### src/rtl/insn_cycle_seq_pkg.sv
package insn_cycle_seq_pkg;

  // kind of the instruction cycle currently in the execute position
  typedef enum logic [1:0] {
    CYC_IDLE   = 2'd0,
    CYC_EXEC   = 2'd1,
    CYC_SECOND = 2'd2,
    CYC_FLUSH  = 2'd3
  } cycKind_e;

  // strobes from control to datapath
  typedef struct packed {
    logic cycEnd;    // this clock closes the instruction cycle
    logic redirect;  // load the target instead of incrementing
    logic keepOpnd;  // fetched word is a second word: keep it
  } seqStb_t;

endpackage

### src/rtl/insn_cycle_seq_ctrl.sv
module insn_cycle_seq_ctrl
  import insn_cycle_seq_pkg::*;
#(
  parameter int NUM_PHASES = 4,
  parameter int TAIL_BITS  = 4
) (
  input  logic                  clk,
  input  logic                  rstN,
  input  logic [TAIL_BITS-1:0]  fetchTop,
  input  logic                  isTwoWord,
  input  logic                  exTaken,
  input  logic                  exSkip,
  output logic [NUM_PHASES-1:0] phaseStb,
  output cycKind_e              cycKind,
  output seqStb_t               stb
);

  localparam int PH_W = (NUM_PHASES > 1) ? $clog2(NUM_PHASES) : 1;
  localparam logic [PH_W-1:0] LAST_PH = PH_W'(NUM_PHASES - 1);

  logic [PH_W-1:0] phaseCnt;
  logic            lastPhase;
  logic            fetchTail;
  cycKind_e        nextKind;
  logic            redirectC;
  logic            keepOpndC;

  assign lastPhase = (phaseCnt == LAST_PH);
  assign fetchTail = &fetchTop;

  always_ff @(posedge clk or negedge rstN) begin
    if (!rstN)          phaseCnt <= '0;
    else if (lastPhase) phaseCnt <= '0;
    else                phaseCnt <= phaseCnt + PH_W'(1);
  end

  for (genvar g = 0; g < NUM_PHASES; g++) begin : g_phase
    assign phaseStb[g] = (phaseCnt == PH_W'(g));
  end

  // decide the kind of the following cycle
  always_comb begin
    redirectC = 1'b0;
    keepOpndC = 1'b0;
    nextKind  = fetchTail ? CYC_FLUSH : CYC_EXEC;
    unique case (cycKind)
      CYC_EXEC: begin
        if (isTwoWord) begin
          nextKind  = CYC_SECOND;
          keepOpndC = 1'b1;
        end else if (exTaken) begin
          nextKind  = CYC_FLUSH;
          redirectC = 1'b1;
        end else if (exSkip) begin
          nextKind  = CYC_FLUSH;
        end
      end
      CYC_SECOND: begin
        if (exTaken) begin
          nextKind  = CYC_FLUSH;
          redirectC = 1'b1;
        end
      end
      default: ;
    endcase
  end

  always_ff @(posedge clk or negedge rstN) begin
    if (!rstN)          cycKind <= CYC_IDLE;
    else if (lastPhase) cycKind <= nextKind;
  end

  assign stb.cycEnd   = lastPhase;
  assign stb.redirect = lastPhase & redirectC;
  assign stb.keepOpnd = lastPhase & keepOpndC;

endmodule

### src/rtl/insn_cycle_seq_dpath.sv
module insn_cycle_seq_dpath
  import insn_cycle_seq_pkg::*;
#(
  parameter int ADDR_W = 16,
  parameter int WORD_W = 16
) (
  input  logic              clk,
  input  logic              rstN,
  input  seqStb_t           stb,
  input  logic [WORD_W-1:0] pmWord,
  input  logic [ADDR_W-1:0] exTarget,
  output logic [ADDR_W-1:0] pmAddr,
  output logic [WORD_W-1:0] execWord,
  output logic [WORD_W-1:0] opndWord
);

  logic [ADDR_W-1:0] pcReg;
  logic [WORD_W-1:0] instReg;
  logic [WORD_W-1:0] opndReg;

  always_ff @(posedge clk or negedge rstN) begin
    if (!rstN) begin
      pcReg <= '0;
    end else if (stb.cycEnd) begin
      pcReg <= stb.redirect ? exTarget : (pcReg + ADDR_W'(1));
    end
  end

  always_ff @(posedge clk or negedge rstN) begin
    if (!rstN)           instReg <= '0;
    else if (stb.cycEnd) instReg <= pmWord;
  end

  always_ff @(posedge clk or negedge rstN) begin
    if (!rstN)             opndReg <= '0;
    else if (stb.keepOpnd) opndReg <= pmWord;
  end

  assign pmAddr   = pcReg;
  assign execWord = instReg;
  assign opndWord = opndReg;

endmodule

### src/rtl/insn_cycle_seq.sv
module insn_cycle_seq
  import insn_cycle_seq_pkg::*;
#(
  parameter int ADDR_W     = 16,
  parameter int WORD_W     = 16,
  parameter int NUM_PHASES = 4,
  parameter int TAIL_BITS  = 4,
  parameter int DST_BIT    = 9
) (
  input  logic                  clk,
  input  logic                  rstN,
  input  logic [WORD_W-1:0]     pmWord,
  input  logic                  isTwoWord,
  input  logic                  exTaken,
  input  logic                  exSkip,
  input  logic [ADDR_W-1:0]     exTarget,
  output logic [NUM_PHASES-1:0] phaseStb,
  output logic [ADDR_W-1:0]     pmAddr,
  output logic                  execValid,
  output logic                  forcedNop,
  output logic                  opndValid,
  output logic [WORD_W-1:0]     execWord,
  output logic                  execDst,
  output logic [WORD_W-1:0]     opndWord
);

  seqStb_t  stb;
  cycKind_e cycKind;

  insn_cycle_seq_ctrl #(
    .NUM_PHASES(NUM_PHASES),
    .TAIL_BITS (TAIL_BITS)
  ) u_ctrl (
    .clk      (clk),
    .rstN     (rstN),
    .fetchTop (pmWord[WORD_W-1 -: TAIL_BITS]),
    .isTwoWord(isTwoWord),
    .exTaken  (exTaken),
    .exSkip   (exSkip),
    .phaseStb (phaseStb),
    .cycKind  (cycKind),
    .stb      (stb)
  );

  insn_cycle_seq_dpath #(
    .ADDR_W(ADDR_W),
    .WORD_W(WORD_W)
  ) u_dpath (
    .clk     (clk),
    .rstN    (rstN),
    .stb     (stb),
    .pmWord  (pmWord),
    .exTarget(exTarget),
    .pmAddr  (pmAddr),
    .execWord(execWord),
    .opndWord(opndWord)
  );

  assign execValid = (cycKind == CYC_EXEC);
  assign forcedNop = (cycKind == CYC_FLUSH);
  assign opndValid = (cycKind == CYC_SECOND);
  assign execDst   = execWord[DST_BIT];

endmodule

### config.mk
export PLATFORM = sky130hd
export DESIGN_NAME = insn_cycle_seq
export DESIGN_NICKNAME = d
export VERILOG_FILES = /design/src/rtl/insn_cycle_seq_pkg.sv /design/src/rtl/insn_cycle_seq_ctrl.sv /design/src/rtl/insn_cycle_seq_dpath.sv /design/src/rtl/insn_cycle_seq.sv
export SDC_FILE = /design/constraint.sdc
export NUM_CORES = 1
export LEC_CHECK = 0
export CORE_ASPECT_RATIO = 1.2
export CORE_MARGIN = 2
export CORE_UTILIZATION = 45
export DETAILED_ROUTE_END_ITERATION = 8
export DONT_BUFFER_PORTS = 1
export HOLD_SLACK_MARGIN = 0.1
export PLACE_DENSITY_LB_ADDON = 0.12
export SYNTH_ARGS = -nofsm -noshare
export SYNTH_HDL_FRONTEND = slang
export SYNTH_SLANG_ARGS = --single-unit
export TNS_END_PERCENT = 100
### constraint.sdc
create_clock -name clk -period 4.5 [get_ports clk]
set_input_delay 0.225 -clock clk [delete_from_list [all_inputs] [get_ports clk]]
set_output_delay 0.225 -clock clk [all_outputs]
set_load 0.005 [all_outputs]
Yosys cells after proc, flatten, opt, wreduce, memory -nomap -nowiden

Cells that the tools add are included.

Word-level logic and storage cells: 30
Input bits: 37
Output and inout bits: 56
Register bits after elaboration: 52

Reduce and logical (&&, ||, !) cells: 2
Mux-type cells: 13
Add/sub/neg operators: 2
Bitwise gates (word level): 2
Equal/unequal tests: 6

Operators by type and width:

| cell                                          | number |
|---|---|
| adder 16 x 1 -> 16 bit, second input constant | 1 |
| two-way mux 16 bit                            | 1 |
| two-way mux 2 bit                             | 6 |
| == test 2 bit, second input constant          | 4 |
| == test 2 x 1 -> 1 bit, second input constant | 2 |
| two-way mux 1 bit                             | 4 |
| one-hot mux 2 bit (2 select lines)            | 1 |
| AND reduction 4 bit                           | 1 |
| adder 2 x 1 -> 2 bit, second input constant   | 1 |
| bitwise AND 1 bit                             | 2 |
| logical NOT 2 bit                             | 1 |
| one-hot mux 1 bit (2 select lines)            | 1 |

Depth between registers and ports, before layout

Depth in word-level cells: 6
Gate-level depth with buffers: 7
Depth with buffers taken out: 6

Modules after synthesis

From an unflattened synthesis, not the netlist that was laid out.

Cells, all modules: 224
Area total of the unflattened synthesis: 2531.2 sq um

Modules (own cells, without submodules):

| module               | instances | sequential area each (sq um) | cells an instance | area an instance (sq um) |
|---|---|---|---|---|
| insn_cycle_seq_dpath | 1         | 1201.2                       | 189               | 2210.9 |
| insn_cycle_seq_ctrl  | 1         | 100.1                        | 31                | 290.3 |
| insn_cycle_seq       | 1         | 0.0                          | 4                 | 30.0 |

Worst setup path after synthesis

OpenSTA, ideal clock, no wires.

Kind: register to register
Start point: register u_ctrl.phaseCnt[0]
End point: register u_dpath.opndReg[12] (netlist: u_dpath.opndWord[12])
Arrival: 1.707 ns
Buffers on the path: 2
Path slack: 2.668 ns
Period minus slack after synthesis: 1.832 ns
Stages on the path, launching flop included: 6
Library setup time: 0.125 ns
Data required time: 4.375 ns
Cells stage by stage: dfrtp_1 ha_1 clkbuf_1 nand3_1 clkbuf_1 mux2_2

RTL lines:

| what                   | line                       | source |
|---|---|---|
| from (decl)            | insn_cycle_seq_ctrl.sv:21  | `logic [PH_W-1:0] phaseCnt;` |
| from (signal assigned) | insn_cycle_seq_ctrl.sv:34  | `else phaseCnt <= phaseCnt + PH_W'(1);` |
| to (signal assigned)   | insn_cycle_seq_dpath.sv:36 | `else if (stb.keepOpnd) opndReg <= pmWord;` |
| to (decl)              | insn_cycle_seq_dpath.sv:19 | `logic [WORD_W-1:0] opndReg;` |

Worst setup path after layout

Start point: register u_ctrl.phaseCnt[0]
End point: register u_dpath.pcReg[2] (netlist: u_dpath.pmAddr[2])

Longest elaborated chain between the ends: 3

RTL lines:

| what                 | line                       | source |
|---|---|---|
| == test 2 bit (*)    | insn_cycle_seq_ctrl.sv:28  | `assign lastPhase = (phaseCnt == LAST_PH);` |
| bitwise AND 1 bit    | insn_cycle_seq_ctrl.sv:74  | `assign stb.redirect = lastPhase & redirectC;` |
| two-way mux 16 bit   | insn_cycle_seq_dpath.sv:25 | `pcReg <= stb.redirect ? exTarget : (pcReg + ADDR_W'(1));` |
| to (signal assigned) | insn_cycle_seq_dpath.sv:25 |  |
| to (decl)            | insn_cycle_seq_dpath.sv:17 | `logic [ADDR_W-1:0] pcReg;` |

Mark *: on every way between the ends. The rest lies on a longest branch, timed or not.
A chain may end at the register's enable or synchronous reset.

==> flow_metrics.py <==
metrics = {
    "run_status": {
        "outcome": "complete, no violations",
    },
    "sta": {
        "fmax_mhz": 410,
        "hold_viol": 0,
        "finalSetupTns_ns": 0,
        "slew_viol_final": 0,
        "setup_viol": 0,
        "max-slew-margin-rel": 0.224,
        "fin_crit_sh": 0.542,
        "rsz0062_at_grt": "false",
        "tightest_slew_ns": 1.15,
        "fin_crit_ns": 2.44,
        "skew_ns": 0.00335,
    },
    "worst_setup_path": {
        "critPathRequiredTime_ns": 4.68,
        "r2r_start": "u_ctrl.phaseCnt[0]",
        "slowest_stage": "o21a_1",
        "startpoint_type": "register",
        "cp-startpoint": "u_ctrl.phaseCnt[0]",
        "cp-end-kind": "register",
        "cp.arrival_ns": 2.62,
        "path_cells": "ha_2 > and3b_1 > o21a_1 > o21ai_0 > a221o_1",
        "slowest_delay_ns": 0.65,
        "path_max_fanout": 26,
        "critPathKind": "reg2reg",
    },
    "global_route": {
        "antenna_found_initial": 0,
        "grt_overflow": 0,
        "track_usage": 0.181,
        "grt_pass1_vias": 1883,
        "grt_pass1_wl_mm": 8.64,
        "grt_max_degree": 53,
    },
    "clocking": {
        "post_cts_buffers": 0,
        "cts_buffers": 5,
        "cts_htree_levels": 2,
        "root_buffer": "clkbuf_8",
        "cts.clk_slew.worst_paths_ns": 0.09,
        "clk_latency_ns": 0.30,
        "clock_path_buffers": 2,
        "cts_sinks": 52,
        "cts_tree": "built",
    },
    "synthesis": {
        "synth_ff_type": "dfrtp_1",
        "ys_top_cells_by_area": "dfrtp_1 54%, mux2_2 12%, ha_1 4.1%",
        "synth_edf_count": 0,
        "async_flop_share": 1.00,
        "yosysSeqAreaShare": 0.536,
        "yosysWarnings": 0,
        "post-synth-top-area-fraction": 0.536,
        "yosys-top-cells-count": "52 x dfrtp_1, 26 x mux2_2, 19 x nand2_1",
        "synth_top_area_cell": "dfrtp_1",
        "syn_area_mm2": 0.00243,
        "yosysMostFrequentCell": "dfrtp_1",
        "ys_types": 34,
        "synth-seq-cells": 52,
        "synth_area_per_cell_um2": 11.7,
        "synthCells": 208,
        "synth_nets": 253,
    },
    "job": {
        "cap_violations": 0,
    },
    "placed_design": {
        "portBuffers": 0,
        "dp_hpwl_mm": 3.70,
        "dp.cells": 259,
        "gp_congestion": 0.796,
    },
    "detailed_routing": {
        "drc_errors": 0,
        "drtAntennaViolNets": 0,
        "vias": 1705,
        "post_drt_wl_per_cell_um": 17.7,
        "drtIter0Drc": 69,
        "dr.pass1.iters": 4,
        "via_per_inst": 5.70,
        "routed_wl_mm": 5.30,
    },
    "final_layout": {
        "drive_above_1_share": 0.160,
        "fill_cells": 454,
        "instances_no_fill": 299,
        "multi_input_area_mm2": 0.00103,
        "antennaDiodeCount": 0,
        "fin_util": 0.548,
        "register_area_mm2": 0.00130,
        "layout.nets": 282,
        "area_growth_pct": 18.8,
    },
    "floorplanning": {
        "io_pins": 93,
        "die_area_mm2": 0.00600,
        "die_h_um": 84.5,
        "rows": 29,
        "core_area_mm2": 0.00526,
        "start_util": 0.462,
        "die_w_um": 71.1,
    },
    "pwr": {
        "vdd_drop_max_uv": 207,
        "power.density_mw_per_mm2": 454,
        "p_leak_nw": 1.18,
        "fin_total_pwr_mw": 1.31,
    },
    "min_path": {
        "min_path_type": "in2reg",
        "hold_start": "exTarget[14]",
    },
}
==> critical path, delay by kind of cell, from the launching register on <==
family                     cells  cell delay, ns
AOI/OAI and AO/OA              3            1.16
adders and majority gates      1            0.50
DFF                            1            0.41
and+or+nand+nor                1            0.24
==> worst paths after layout <==
kind	endpoint	slack [ns]	cells past startpoint
min reg2reg	u_ctrl.phaseCnt[0]	0.49	1
max in group asynchronous	u_dpath.execWord[14]	3.82	2
min in group asynchronous	u_ctrl.phaseCnt[0]	0.42	2
min	u_dpath.pmAddr[14]	0.12	2
max	u_dpath.pmAddr[2]	2.06	5
max reg2reg	u_dpath.pmAddr[2]	2.06	5
==> what timing repair did <==
| item | 4_1_cts | 5_1_grt |
|---|---|---|
| hold buffers | 33 | 0 |
| endpoints found under the hold margin | 99 | 0 |
| gates resized for setup | 0 | 0 |
==> where the power goes <==
| group | switching (mW) | total (mW) | internal [mW] |
|---|---|---|---|
| sequential | 0.167 | 0.772 | 0.605 |
| clock | 0.151 | 0.259 | 0.109 |
| combinational | 0.124 | 0.277 | 0.153 |
==> cell usage in the layout (no fill, tap or decap), types with 2 or more instances in the layout <==
cell | netlist | layout
dfrtp_1 | 52 | 52
dlygate4sd3_1 | 0 | 32
mux2_2 | 26 | 26
nand2_1 | 19 | 19
o21ai_1 | 9 | 9
inv_1 | 8 | 8
nand3_1 | 7 | 7
xnor2_1 | 7 | 7
ha_1 | 8 | 7
mux2_1 | 6 | 6
nor2_1 | 5 | 5
nand4_1 | 5 | 5
nor4_1 | 5 | 5
a31oi_1 | 5 | 5
nor3_1 | 5 | 5
clkbuf_8 | 0 | 5
nor2b_1 | 4 | 4
o21ai_0 | 3 | 3
nand4b_1 | 3 | 3
o211ai_1 | 3 | 3
xor2_1 | 2 | 2
o31ai_1 | 2 | 2
a21oi_1 | 2 | 2
==> logic make-up (layout without fill, tap and decap cells) <==
family	Yosys count	in the layout	share of synthesized area
flops	52	52	0.536
compound gates	29	29	0.0742
mux	32	32	0.148
buf+inv	20	49	0.0392
xor+xnor	9	9	0.0325
fa+ha+maj	8	8	0.0412
simple gates	58	58	0.129
==> registers in the layout (all words and copies together), names as in the netlist <==
name	cells
u_dpath.execWord	16
u_dpath.opndWord	16
u_dpath.pmAddr	16
u_ctrl.cycKind	2
u_ctrl.phaseCnt	2
==> metrics by stage <==
step                      instance area, um^2  hold WS, ns  setup WS, ns
after floorplan                          2430      -0.0706          2.67
after global placement                   2450      -0.0693          2.17
after detailed placement                 2450      -0.0693          2.03
after CTS                                2880        0.118          2.01
after global routing                     2880        0.122          1.76
final                                    2880        0.122          2.06
==> metal layers <==
metal	GRT usage	share of wire
met4	0.0669	0.011
met3	0.0576	0.082
met1	0.181	0.36
met5	0	0
met2	0.342	0.55
==> cell type report <==
class / count / share of cell area
Clock inverter: 2 / 0.00564
Clock buffer: 5 / 0.0239
Timing Repair Buffer: 34 / 0.123
Sequential cell: 52 / 0.451
Multi-Input combinational cell: 136 / 0.359
Inverter: 8 / 0.0104
Tap cell: 62 / 0.0269
(Power assumes the default switching activity.)
